--- config.mk ---
export PLATFORM = sky130hd
export DESIGN_NAME = gate_prot_seq
export DESIGN_NICKNAME = d
export VERILOG_FILES = /design/src/rtl/gdp_pkg.sv /design/src/rtl/gdp_sync.sv /design/src/rtl/gdp_blank_timer.sv /design/src/rtl/gdp_ctrl.sv /design/src/rtl/gate_prot_seq.sv
export SDC_FILE = /design/constraint.sdc
export NUM_CORES = 1
export LEC_CHECK = 0
export CORE_AREA = 2 2 43 45
export DETAILED_ROUTE_END_ITERATION = 10
export DIE_AREA = 0 0 45 47
export PLACE_DENSITY = 0.9
export SYNTH_ARGS = -nofsm -noshare
export SYNTH_HDL_FRONTEND = slang
export SYNTH_SLANG_ARGS = --single-unit
--- constraint.sdc ---
create_clock -name clk -period 4.9 [get_ports clk]
set_clock_uncertainty 0.2 [all_clocks]
set_input_delay 1.225 -clock clk [delete_from_list [all_inputs] [get_ports clk]]
set_output_delay 1.225 -clock clk [all_outputs]
set_load 0.05 [all_outputs]
--- src/rtl/gdp_pkg.sv ---
package gdp_pkg;

  typedef enum logic [1:0] {
    ST_IDLE  = 2'd0,
    ST_BLANK = 2'd1,
    ST_DRIVE = 2'd2,
    ST_TRIP  = 2'd3
  } gdp_state_t;

  function automatic int blank_cycles_calc(input int clk_hz, input int blank_ns);
    longint prod;
    prod = (longint'(clk_hz) * longint'(blank_ns)) / 64'd1000000000;
    if (prod < 1) prod = 1;
    return int'(prod);
  endfunction

endpackage

--- src/rtl/gdp_sync.sv ---
module gdp_sync #(
  parameter int WIDTH  = 3,
  parameter int STAGES = 2
) (
  input  logic             clk,
  input  logic             rst,
  input  logic [WIDTH-1:0] d,
  output logic [WIDTH-1:0] q
);

  logic [STAGES-1:0][WIDTH-1:0] pipe;

  always_ff @(posedge clk) begin
    if (rst) begin
      pipe <= '0;
    end else begin
      pipe[0] <= d;
      for (int s = 1; s < STAGES; s++) begin
        pipe[s] <= pipe[s-1];
      end
    end
  end

  assign q = pipe[STAGES-1];

endmodule

--- src/rtl/gdp_blank_timer.sv ---
module gdp_blank_timer #(
  parameter int BLANK_CYCLES = 200
) (
  input  logic clk,
  input  logic rst,
  input  logic load,
  input  logic run,
  output logic done
);

  localparam int CNT_W = (BLANK_CYCLES > 1) ? $clog2(BLANK_CYCLES) : 1;
  localparam logic [CNT_W-1:0] LOAD_VAL = CNT_W'(BLANK_CYCLES - 1);

  logic [CNT_W-1:0] cnt;

  always_ff @(posedge clk) begin
    if (rst) begin
      cnt <= '0;
    end else if (load) begin
      cnt <= LOAD_VAL;
    end else if (run && (cnt != '0)) begin
      cnt <= cnt - 1'b1;
    end
  end

  assign done = run && (cnt == '0);

  AST_CNT_IN_RANGE: assert property (@(posedge clk) disable iff (rst)
    cnt <= LOAD_VAL);
  AST_LOAD_RESTARTS: assert property (@(posedge clk) disable iff (rst)
    load |=> (cnt == LOAD_VAL));

endmodule

--- src/rtl/gdp_ctrl.sv ---
module gdp_ctrl
  import gdp_pkg::*;
(
  input  logic clk,
  input  logic rst,
  input  logic cmd_s,
  input  logic uv_s,
  input  logic ov_s,
  input  logic blank_done,
  output logic blank_load,
  output logic blank_run,
  output logic gate_on,
  output logic fault_latched,
  output logic uv_blocked
);

  gdp_state_t state, state_n;
  logic cmd_d;
  logic uv_hold;
  logic rise;
  logic fault_n, uvb_n;

  assign rise = cmd_s && !cmd_d;

  // supply is sampled only while the command is low
  always_ff @(posedge clk) begin
    if (rst) begin
      cmd_d   <= 1'b0;
      uv_hold <= 1'b0;
    end else begin
      cmd_d <= cmd_s;
      if (!cmd_s) uv_hold <= uv_s;
    end
  end

  always_comb begin
    state_n    = state;
    fault_n    = fault_latched;
    uvb_n      = uv_blocked;
    blank_load = 1'b0;
    unique case (state)
      ST_IDLE: begin
        if (rise) begin
          fault_n = 1'b0;
          uvb_n   = uv_hold;
          if (!uv_hold) begin
            state_n    = ST_BLANK;
            blank_load = 1'b1;
          end
        end
      end
      ST_BLANK: begin
        if (!cmd_s)          state_n = ST_IDLE;
        else if (blank_done) state_n = ST_DRIVE;
      end
      ST_DRIVE: begin
        if (!cmd_s) begin
          state_n = ST_IDLE;
        end else if (ov_s) begin
          state_n = ST_TRIP;
          fault_n = 1'b1;
        end
      end
      ST_TRIP: begin
        if (!cmd_s) state_n = ST_IDLE;
      end
      default: state_n = ST_IDLE;
    endcase
  end

  assign blank_run = (state == ST_BLANK);

  always_ff @(posedge clk) begin
    if (rst) begin
      state         <= ST_IDLE;
      gate_on       <= 1'b0;
      fault_latched <= 1'b0;
      uv_blocked    <= 1'b0;
    end else begin
      state         <= state_n;
      gate_on       <= (state_n == ST_BLANK) || (state_n == ST_DRIVE);
      fault_latched <= fault_n;
      uv_blocked    <= uvb_n;
    end
  end

  AST_GATE_NEEDS_CMD: assert property (@(posedge clk) disable iff (rst)
    gate_on |-> $past(cmd_s));
  AST_UV_REFUSES: assert property (@(posedge clk) disable iff (rst)
    (state == ST_IDLE && rise && uv_hold) |=> (!gate_on && uv_blocked));
  AST_BLANK_HOLDS: assert property (@(posedge clk) disable iff (rst)
    (state == ST_BLANK && cmd_s) |=> gate_on);
  AST_OV_TRIPS: assert property (@(posedge clk) disable iff (rst)
    (state == ST_DRIVE && cmd_s && ov_s) |=> (!gate_on && fault_latched));
  AST_RISE_CLEARS: assert property (@(posedge clk) disable iff (rst)
    (state == ST_IDLE && rise) |=> !fault_latched);
  AST_FALL_NO_FAULT: assert property (@(posedge clk) disable iff (rst)
    (!cmd_s && !fault_latched) |=> (!gate_on && !fault_latched));

endmodule

--- src/rtl/gate_prot_seq.sv ---
module gate_prot_seq
  import gdp_pkg::*;
#(
  parameter int CLK_FREQ_HZ = 100_000_000,
  parameter int BLANK_NS    = 2000,
  parameter int SYNC_STAGES = 2
) (
  input  logic clk,
  input  logic rst,
  input  logic cmd_in,
  input  logic uv_flag,
  input  logic ov_flag,
  output logic gate_on,
  output logic fault_latched,
  output logic uv_blocked
);

  localparam int BLANK_CYCLES = blank_cycles_calc(CLK_FREQ_HZ, BLANK_NS);
  localparam int N_IN = 3;

  logic [N_IN-1:0] raw_in, sync_out;
  logic blank_load, blank_run, blank_done;

  assign raw_in = {ov_flag, uv_flag, cmd_in};

  gdp_sync #(.WIDTH(N_IN), .STAGES(SYNC_STAGES)) u_sync (
    .clk (clk),
    .rst (rst),
    .d   (raw_in),
    .q   (sync_out)
  );

  gdp_blank_timer #(.BLANK_CYCLES(BLANK_CYCLES)) u_timer (
    .clk  (clk),
    .rst  (rst),
    .load (blank_load),
    .run  (blank_run),
    .done (blank_done)
  );

  gdp_ctrl u_ctrl (
    .clk           (clk),
    .rst           (rst),
    .cmd_s         (sync_out[0]),
    .uv_s          (sync_out[1]),
    .ov_s          (sync_out[2]),
    .blank_done    (blank_done),
    .blank_load    (blank_load),
    .blank_run     (blank_run),
    .gate_on       (gate_on),
    .fault_latched (fault_latched),
    .uv_blocked    (uv_blocked)
  );

  AST_RESET_CLEAN: assert property (@(posedge clk)
    rst |=> (!gate_on && !fault_latched && !uv_blocked));
  AST_NO_GATE_IN_FAULT: assert property (@(posedge clk) disable iff (rst)
    $rose(fault_latched) |-> !gate_on);

endmodule

### Word level (Yosys, flattened, before mapping)

Index checks and enable logic that the tools add are counted.

* flip-flop bits (word level): 21
* input port bits: 5
* output and inout bits: 3

* add/sub/neg operators: 1
* eq/ne operators: 8
* multiplexer cells: 17
* reductions and logical operators: 13

Operators by type and width (number)
* $mux 8: 2
* $mux 2: 7
* $logic_not 8->1: 1
* $pmux 2 s4: 1
* $reduce_bool 8->1: 1
* $sub 8x1->8 const B: 1
* $eq 2x2->1 const B: 3
* $mux 1: 6
* $eq 2x1->1 const B: 2
* $ne 2x2->1 const B: 2
* $reduce_and 4->1: 1
* $reduce_bool 2->1: 2
* $logic_and 1x1->1: 3
* $logic_not 2->1: 1
* $ne 2x1->1 const B: 1
* $pmux 1 s2: 1
* $reduce_and 2->1: 1
* $reduce_or 2->1: 1
* $logic_not 1->1: 1
* $logic_or 1x1->1: 1

### Logic depth before layout (Yosys ltp)

Gate-level depths: netlist of the first run.

* word-level depth: 7
* gate-level depth with buffers: 6
* gate-level depth less buffers: 6

### Hierarchy

Synthesis of the first run repeated with hierarchy kept, for this count alone.

* cells, all modules: 104
* area, all modules: 960.9 sq um

Modules (own cells, without submodules)
* gdp_blank_timer: times used 1, cells an instance 59, area an instance 488.0 sq um, seq. area each 160.2 sq um
* gdp_ctrl: times used 1, cells an instance 30, area an instance 292.8 sq um, seq. area each 140.1 sq um
* gdp_sync: times used 1, cells an instance 15, area an instance 180.2 sq um, seq. area each 120.1 sq um

### Least setup slack after synthesis of the first run

OpenSTA, ideal clock, no wires.

* path type: reg2out
* start point: register u_ctrl.fault_latched
* end point: output fault_latched
* data arrival time: 610 ps
* required time: 3475 ps
* setup slack: 2865 ps
* cell stages (with the launch flop): 1
* path buffers: 0
* cells stage by stage: dfxtp_1

RTL lines
* start, declared: line gdp_ctrl.sv:13 `output logic fault_latched,`
* start signal, assigned: line gdp_ctrl.sv:82 `fault_latched <= fault_n;`
* end, declared: line gate_prot_seq.sv:14 `output logic fault_latched,`

No word-level cell between the ends.

### Worst setup path after layout of the first run

* start point: register u_ctrl.fault_latched
* end point: output fault_latched

No word-level cell between the ends.

==> reports/qor.yml, run 1 <==
status: "completed"
final_common_cell: "dfxtp_1"
max-vdd-ir-drop_mv: 0.158
cp_top_family: "buffers and inverters"
dr.pass1.iters: 4
track_usage_pct: 16.3
p_leak_nw: 0.379
crit_slowest_cell: "clkdlybuf4s50_1"
cp_num_buf_inv: 1
antenna_found_initial: 0
crit_path_max_fanout: 3
antenna_cells: 0
cts_resized: 0
cts_num_sinks: 21
cts_buffer_depth: 2
layout-drive-gt1-share_pct: 14.3
layout_common_cells: "21 x dfxtp_1, 9 x nor2_1, 7 x a21oi_1, 7 x clkdlybuf4s50_1, 6 x nor2b_1"
numCtsBuffers: 3
worst-setup-path-type: "register to output pin"
fp.dieW_um: 45
dpl-instance-area_um2: 996
drt-wirelength-per-cell_um: 12.7
post_cts_buffers: 0
dp_hpwl_um: 1040
powerDensity_mw_per_mm2: 298
max-cap-violations: 0
syn_nets: 96
reg2reg_slack_ns: 2.92
viasPerCell: 5.76
ant_nets: 0
synth_area_um2: 920
worstPathRequired_ns: 3.47
start_util_pct: 55.7
drt_iter0_drc: 17
grt_pass1_vias: 590
die_area_mm2: 0.00212
cp-start-kind: "register"
grt_start_max_net_pins: 19
critPathCaptureType: "output pin"
final_nets: 106
cp_data_arrival_time_ns: 1.49
rows: 15
cts.clk_slew.worst_paths_ns: 0.12
tns_ns: 0
min_period_ns: 2.91
synth_cells: 89
grt_pass1_wl_um: 2520
core_mm2: 0.00165
clock_latency_ns: 0.30
num_vias: 662
ios: 8
hold_violations: 0
cts-root-buf: "clkbuf_4"
die_y_um: 47
tightest_slew_ns: 0.634
htreeDepth: 1
drc: 0
max_stage_delay_ns: 0.81
syn2layout_area_growth_pct: 11.6
synth_seq_cells: 21
drv_slew: 0
design_area_mm2: 0.00103
yosysSeqAreaShare_pct: 45.7
portBuffers: 7
synth_warnings: 0
syn_area_per_cell_um2: 10.3
hold_buffers: 0
fill_cells: 136
max_freq_mhz: 344
crit_path_cell_trace: "clkdlybuf4s50_1"
worstHoldPathType: "register to register"
slew_headroom_pct: 57.6
cts_tree: "built"
gp_congestion: 0.682
yosysUniqueCellTypes: 31
finalCritPeriodShare_pct: 59.4
overflow: 0
rsz0062_at_grt: "no"
setup_viol: 0
drt_wl_total_um: 1460
-- where the power goes --
part | switching, W | internal [W]
Sequential | 0.00000716 | 0.000177
Combinational | 0.0000186 | 0.0000166
Clock | 0.0000552 | 0.0000311
-- logic make-up (layout without fill, tap and decap cells) --
group / Yosys count / in the layout / share of synthesized area (%)
AO/OA/AOI/OAI: 18 / 18 / 14.0
XOR/XNOR: 4 / 4 / 3.81
adder cells (fa/ha/maj): 2 / 2 / 2.72
buffers and inverters: 7 / 16 / 3.67
flip-flops: 21 / 21 / 45.7
multiplexers: 4 / 4 / 4.35
AND/OR/NAND/NOR: 33 / 33 / 25.7
-- per-layer routing --
metal | vias to the layer above | global-route usage, % | share of wire (%) | wire length [µm]
li1 | 335 | - | - | -
met4 | 0 | 7.06 | 1.7 | 25
met3 | 4 | 3.46 | 2.7 | 39
met2 | 8 | 25.7 | 47 | 679
met1 | 315 | 21.8 | 49 | 712
met5 | - | 0 | 0 | 0
-- final cells by class --
cell class / instances / area, µm² / area share [%]
well taps: 17 / 21.3 / 2.07
repair buffers: 7 / 70.1 / 6.83
inverters: 5 / 18.8 / 1.83
multi-input cells: 61 / 465 / 45.4
flip-flops and latches: 21 / 420 / 41.0
clock inverters: 1 / 7.51 / 0.732
clock buffers: 3 / 22.5 / 2.20
-- Yosys cell counts (all sizes together) --
library cell / n / area (µm²)
a2111oi: 2 / 30.0
a211oi: 2 / 15.0
a21oi: 7 / 35.0
a31oi: 1 / 6.26
buf: 1 / 11.3
clkbuf: 1 / 3.75
dfxtp: 21 / 420
ha: 2 / 25.0
inv: 5 / 18.8
mux2i: 4 / 40.0
nand2: 1 / 3.75
nand2b: 3 / 26.3
nand3b: 1 / 11.3
nor2: 9 / 33.8
nor2b: 6 / 37.5
nor3: 6 / 40.0
nor3b: 1 / 12.5
nor4: 2 / 33.8
nor4b: 1 / 15.0
o2111ai: 1 / 8.76
o21ai: 3 / 15.0
o311a: 1 / 10.0
o41ai: 1 / 8.76
or2: 1 / 6.26
or3b: 1 / 8.76
or4: 1 / 7.51
xnor2: 3 / 26.3
xor2: 1 / 8.76
-- worst paths after layout --
check | from | end | cells after the start
min reg2reg | u_sync.pipe[1] | u_sync.q[1] | 1
max | u_ctrl.fault_latched | fault_latched | 1
min | u_sync.pipe[1] | u_sync.q[1] | 1
max reg2reg | u_timer.cnt[0] | u_timer.cnt[1] | 6
-- state kept, by name (all words and copies together), names as in the netlist --
signal	cells
u_ctrl.fault_latched	1
u_ctrl.state	2
u_timer.cnt	8
u_ctrl.gate_on	1
u_sync.q	3
u_sync.pipe	3
u_ctrl.uv_hold	1
u_ctrl.cmd_d	1
u_ctrl.uv_blocked	1
-- metrics by stage --
stage	hold slack, ns	util, %	instances	setup slack, ns	total power, W
floorplan	0.214	-	89	2.87	0.000214
global placement	0.217	60.3	111	2.11	0.000222
detailed placement	0.222	60.3	111	2.05	0.000223
CTS	0.252	62.1	115	1.98	0.000309
global route	0.277	62.1	115	1.95	0.000319
finish	0.252	62.1	115	1.99	0.000306
(Power assumes the default switching activity.)
==> run 2: changes to the inputs <==
--- a/config.mk
+++ b/config.mk
@@ -5,10 +5,10 @@
 export SDC_FILE = /design/constraint.sdc
 export NUM_CORES = 1
 export LEC_CHECK = 0
-export CORE_AREA = 2 2 43 45
+export CORE_AREA = 2 2 45 47
 export DETAILED_ROUTE_END_ITERATION = 10
-export DIE_AREA = 0 0 45 47
-export PLACE_DENSITY = 0.9
+export DIE_AREA = 0 0 47 49
+export PLACE_DENSITY = 0.84
 export SYNTH_ARGS = -nofsm -noshare
 export SYNTH_HDL_FRONTEND = slang
 export SYNTH_SLANG_ARGS = --single-unit
==> constraint.sdc (replaced) <==
create_clock -name clk -period 2.99 [get_ports clk]
set_clock_uncertainty 0.2 [all_clocks]
set_input_delay 0.7475 -clock clk [delete_from_list [all_inputs] [get_ports clk]]
set_output_delay 0.7475 -clock clk [all_outputs]
set_load 0.05 [all_outputs]
==> run 2 against run 1 <==
- register-to-register slack lost 1.9 ns
- flip-flop and latch count unchanged
- utilization down 5.5 points
- sequential share of layout area down 0.69 points
- global-route usage increased by 0.60 points
- largest power group unchanged
- critical endpoint unchanged
- critical path depth unchanged
- first-iteration DRC count shrank 47%
- design area up 1.7%
- highest routed layer is now met3
- sequential power up 64%
- hold slack got worse by 0.00083 ns
- clock power is 56% higher
- total power increased by 63%
==> reports/qor.yml, run 2 (synthesis gave the netlist of run 1 again) <==
max-cap-violations: 0  # unchanged
final_util_pct: 56.7  # was 62.1%
layout-drive-gt1-share_pct: 15.2  # was 14.3%
post_cts_buffers: 0  # unchanged
syn2layout_area_growth_pct: 13.5  # was 11.6%
cts_resized: 0  # unchanged
cts-root-buf: "clkbuf_4"  # unchanged
largest_reg_flops: 8  # unchanged
fp.dieW_um: 47  # was 45 µm
layout_common_cells: "21 x dfxtp_1, 9 x nor2_1, 7 x a21oi_1, 7 x clkdlybuf4s50_1, 6 x nor2b_1"  # unchanged
finalPower_w: 0.000497  # was 0.000306 W
rows: 16  # was 15
cp-start-kind: "register"  # unchanged
dr.pass1.iters: 4  # unchanged
place_inst: 122  # was 111
htreeDepth: 1  # unchanged
max_freq_mhz: 414
clock_latency_ns: 0.30  # about the same
powerDensity_mw_per_mm2: 477  # was 298 mW/mm²
final_nets: 107  # was 106
portBuffers: 7  # unchanged
gp_congestion: 0.758  # was 0.682
tightest_slew_ns: 0.661  # was 0.634 ns
hold_violations: 0  # unchanged
antenna_cells: 0  # unchanged
final_common_cell: "dfxtp_1"  # unchanged
slew_headroom_pct: 55.6  # was 57.6%
die_area_mm2: 0.00230  # was 0.00212 mm²
fin_cells: 126  # was 115
worstPathRequired_ns: 2.04  # was 3.47 ns
cp_top_family: "buffers and inverters"  # unchanged
critPathCaptureType: "output pin"  # unchanged
worstHoldPathType: "register to register"  # unchanged
track_usage_pct: 16.9  # was 16.3%
min_period_ns: 2.42
antenna_found_initial: 0  # unchanged
status: "completed"  # unchanged
grt_pass1_vias: 673  # was 590
worst-setup-path-type: "register to output pin"  # unchanged
ant_nets: 0  # unchanged
hold_buffers: 0  # unchanged
drc: 0  # unchanged
cp_data_arrival_time_ns: 1.47  # was 1.49 ns
grt_pass1_wl_um: 2890  # was 2520 µm
crit_path_max_fanout: 3  # unchanged
cts_tree: "built"  # unchanged
regMostFlops: "u_timer.cnt"  # unchanged
setup_viol: 0  # unchanged
cp_num_buf_inv: 1  # unchanged
drt-wirelength-per-cell_um: 13.3  # was 12.7 µm
p_leak_nw: 0.387  # was 0.379 nW
core_mm2: 0.00184  # was 0.00165 mm²
cts_buffer_depth: 2  # unchanged
cts_num_sinks: 21  # unchanged
tns_ns: 0  # unchanged
grt_start_max_net_pins: 13  # was 19
num_vias: 683  # was 662
viasPerCell: 5.42  # was 5.76
die_y_um: 49  # was 47 µm
fill_cells: 189  # was 136
rsz0062_at_grt: "no"  # unchanged
finalCritPeriodShare_pct: 80.9
start_util_pct: 49.9  # was 55.7%
dp_hpwl_um: 1180  # was 1040 µm
max_stage_delay_ns: 0.81  # about the same
crit_slowest_cell: "clkdlybuf4s50_1"  # unchanged
numCtsBuffers: 3  # unchanged
crit_path_cell_trace: "clkdlybuf4s50_1"  # unchanged
max-vdd-ir-drop_mv: 0.343  # was 0.158 mV
cts.clk_slew.worst_paths_ns: 0.11  # was 0.12 ns
drv_slew: 0  # unchanged
ios: 8  # unchanged
overflow: 0  # unchanged
drt_iter0_drc: 9  # was 17
drt_wl_total_um: 1680  # was 1460 µm
-- run 2: cell types whose count changed in the layout (fill, tap and decap cells not counted), sizes merged --
| cell | before | now |
|---|---|---|
| buf | 0 | 1 |
| clkinvlp | 1 | 0 |
| clkinv | 0 | 1 |
-- run 2: final timing paths --
path / startpoint / slack [ns] / cells past startpoint / to
worst max-delay path: u_ctrl.fault_latched / 0.57 / 1 / fault_latched
worst min-delay path: u_sync.pipe[0] / 0.25 / 1 / u_sync.q[0]
worst max register to register: u_timer.cnt[0] / 1.04 / 6 / u_timer.cnt[0]
worst min register to register: u_sync.pipe[0] / 0.25 / 1 / u_sync.q[0]
-- run 2: where the power goes --
group | internal, W | total, W | switching, W
registers | 0.000290 | 0.000302 | 0.0000117
logic | 0.0000282 | 0.0000606 | 0.0000324
clock network | 0.0000499 | 0.000135 | 0.0000849
total | 0.000369 | 0.000497 | 0.000129
-- run 2: metrics by stage --
stage	setup WS [ns]	hold slack [ns]	instance area, µm²
after floorplan	1.25	0.214	920
after global placement	0.925	0.218	1020
after detailed placement	0.887	0.225	1020
after CTS	0.559	0.252	1040
after global routing	0.510	0.264	1040
final	0.572	0.251	1040
-- run 2: layer usage --
metal  up-vias  wire [µm]  global-route usage [%]
li1        334          -                       -
met1       335        740                    21.2
met2        14        876                    28.1
met3         0         62                    5.56
met4         0          0                    2.78
met5         -          0                       0
-- run 2: layout make-up --
class	instances	area [µm²]	area share (%)
Inverter	5	18.8	1.80
Multi-Input combinational cell	61	465	44.6
Clock buffer	3	22.5	2.16
Timing Repair Buffer	8	77.6	7.43
Sequential cell	21	420	40.3
Tap cell	27	33.8	3.24
Clock inverter	1	5.00	0.480
==> run 3: changes to the inputs <==
==> constraint.sdc (replaced) <==
create_clock -name clk -period 2.5 [get_ports clk]
set_clock_uncertainty 0.2 [all_clocks]
set_input_delay 0.625 -clock clk [delete_from_list [all_inputs] [get_ports clk]]
set_output_delay 0.625 -clock clk [all_outputs]
set_load 0.05 [all_outputs]
==> run 3 against run 2 <==
- final cell count unchanged
- via count decreased by 1.6%
- critical path depth unchanged
- combinational power increased by 17%
- total power increased by 18%
- critical endpoint unchanged
==> reports/qor.yml, run 3 (synthesis gave the netlist of run 1 again) <==
met1_usage_pct: 18.2  # was 21.2%
use_met3_pct: 2.22  # was 5.56%
pwr-share-comb_pct: 12.1  # was 12.2%
tns_ns: 0  # unchanged
drv_slew: 0  # unchanged
num_vias: 672  # was 683
drt-wirelength-per-cell_um: 12.2  # was 13.3 µm
reg2reg_depth: 6  # unchanged
track_usage_pct: 16.3  # was 16.9%
start_util_pct: 49.9  # unchanged
hp-start: "u_sync.pipe[1]"  # was u_sync.pipe[0]
whs_ns: 0.258  # was 0.251 ns
whs_path_depth: 1  # unchanged
htreeDepth: 1  # unchanged
busiest_layer: "met2"  # unchanged
fp.dieW_um: 47  # unchanged
rows: 16  # unchanged
max-cap-violations: 0  # unchanged
dr.pass1.iters: 4  # unchanged
cts.clk_slew.worst_paths_ns: 0.11  # about the same
cp-startpoint: "u_ctrl.fault_latched"  # unchanged
ios: 8  # unchanged
p_leak_nw: 0.387  # unchanged
max_stage_delay_ns: 0.80  # was 0.81 ns
p_int_w: 0.000441  # was 0.000369 W
rsz0062_at_grt: "no"  # unchanged
cts_num_sinks: 21  # unchanged
powerDensity_mw_per_mm2: 564  # was 477 mW/mm²
cp_data_arrival_time_ns: 1.47  # about the same
drc: 0  # unchanged
post_cts_buffers: 0  # unchanged
worstHoldPathType: "register to register"  # unchanged
tightest_slew_ns: 0.657  # was 0.661 ns
overflow: 0  # unchanged
die_y_um: 49  # unchanged
hold_violations: 0  # unchanged
numCtsBuffers: 3  # unchanged
gr-usage-met2_pct: 29.0  # was 28.1%
layout_common_cells: "21 x dfxtp_1, 9 x nor2_1, 7 x a21oi_1, 7 x clkdlybuf4s50_1, 6 x nor2b_1"  # unchanged
cts_resized: 0  # unchanged
finalCritPeriodShare_pct: 91.6
grt_start_max_net_pins: 13  # unchanged
worst-setup-path-type: "register to output pin"  # unchanged
final_nets: 107  # unchanged
drt_wl_total_um: 1530  # was 1680 µm
worstPathRequired_ns: 1.67  # was 2.04 ns
design_area_mm2: 0.00104  # unchanged
crit_slowest_cell: "clkdlybuf4s50_1"  # unchanged
max_freq_mhz: 437
ant_nets: 0  # unchanged
critPathCaptureType: "output pin"  # unchanged
cp_num_buf_inv: 1  # unchanged
crit_path_cell_trace: "clkdlybuf4s50_1"  # unchanged
layout-drive-gt1-share_pct: 15.2  # unchanged
largest_reg_flops: 8  # unchanged
setup_viol: 0  # unchanged
gp_congestion: 0.765  # was 0.758
p_clk_share_pct: 26.6  # was 27.1%
rr_startpoint: "u_timer.cnt[0]"  # unchanged
grt_pass1_wl_um: 2760  # was 2890 µm
slew_headroom_pct: 55.8  # was 55.6%
portBuffers: 7  # unchanged
final_common_cell: "dfxtp_1"  # unchanged
antenna_cells: 0  # unchanged
grt_pass1_vias: 670  # was 673
worst_slack_ns: 0.210  # was 0.572 ns
swShare_pct: 25.1  # was 25.9%
cts_tree: "built"  # unchanged
power.switching_w: 0.000147  # was 0.000129 W
core_mm2: 0.00184  # unchanged
status: "completed"  # unchanged
p_seq_share_pct: 61.4  # was 60.7%
antenna_found_initial: 0  # unchanged
cts-root-buf: "clkbuf_4"  # unchanged
hold_buffers: 0  # unchanged
max-vdd-ir-drop_mv: 0.439  # was 0.343 mV
dp_hpwl_um: 1180  # about the same
clock_latency_ns: 0.30  # about the same
syn2layout_area_growth_pct: 13.5  # unchanged
min_period_ns: 2.29
viasPerCell: 5.33  # was 5.42
crit_path_max_fanout: 3  # unchanged
drt_iter0_drc: 1  # was 9
final_util_pct: 56.7  # unchanged
post-place-ws_ns: 0.515  # was 0.887 ns
cts_buffer_depth: 2  # unchanged
die_area_mm2: 0.00230  # unchanged
cp_top_family: "buffers and inverters"  # unchanged
cp-start-kind: "register"  # unchanged
cp.depth: 1  # unchanged
dpl-instance-area_mm2: 0.00102  # unchanged
regMostFlops: "u_timer.cnt"  # unchanged
==> run 3: metal layers <==
layer  share of wire, %  vias up
li1                   -      340
met1                 43      318
met2                 54       10
met3                1.9        4
met4                1.8        0
met5                  0        -
==> run 3: area by class of cell <==
type,instances,area (µm²)
clock buffers,3,22.5
clock inverters,1,5.00
fillers,185,798
inverters,5,18.8
multi-input cells,61,465
flip-flops and latches,21,420
well taps,27,33.8
repair buffers,8,77.6
==> run 3: metrics by stage <==
stage | instances | total power (W)
floorplan | 89 | 0.000419
global placement | 122 | 0.000436
detailed placement | 122 | 0.000440
CTS | 126 | 0.000600
global route | 126 | 0.000627
finish | 126 | 0.000588
==> run 3: power by group through the flow <==
stage / combinational (W) / sequential (W) / clock, W
after floorplan: 0.0000520 / 0.000367 / 0
after global placement: 0.0000682 / 0.000368 / 0
after detailed placement: 0.0000709 / 0.000369 / 0
after CTS: 0.0000720 / 0.000362 / 0.000166
after global routing: 0.0000798 / 0.000364 / 0.000183
final: 0.0000709 / 0.000361 / 0.000156
==> run 3: path summary, 6_finish.rpt <==
path | endpoint | slack (ns)
setup / recovery | fault_latched | 0.21
hold / removal | u_sync.q[1] | 0.26
setup reg to reg | u_timer.cnt[3] | 0.60
hold reg to reg | u_sync.q[1] | 0.26
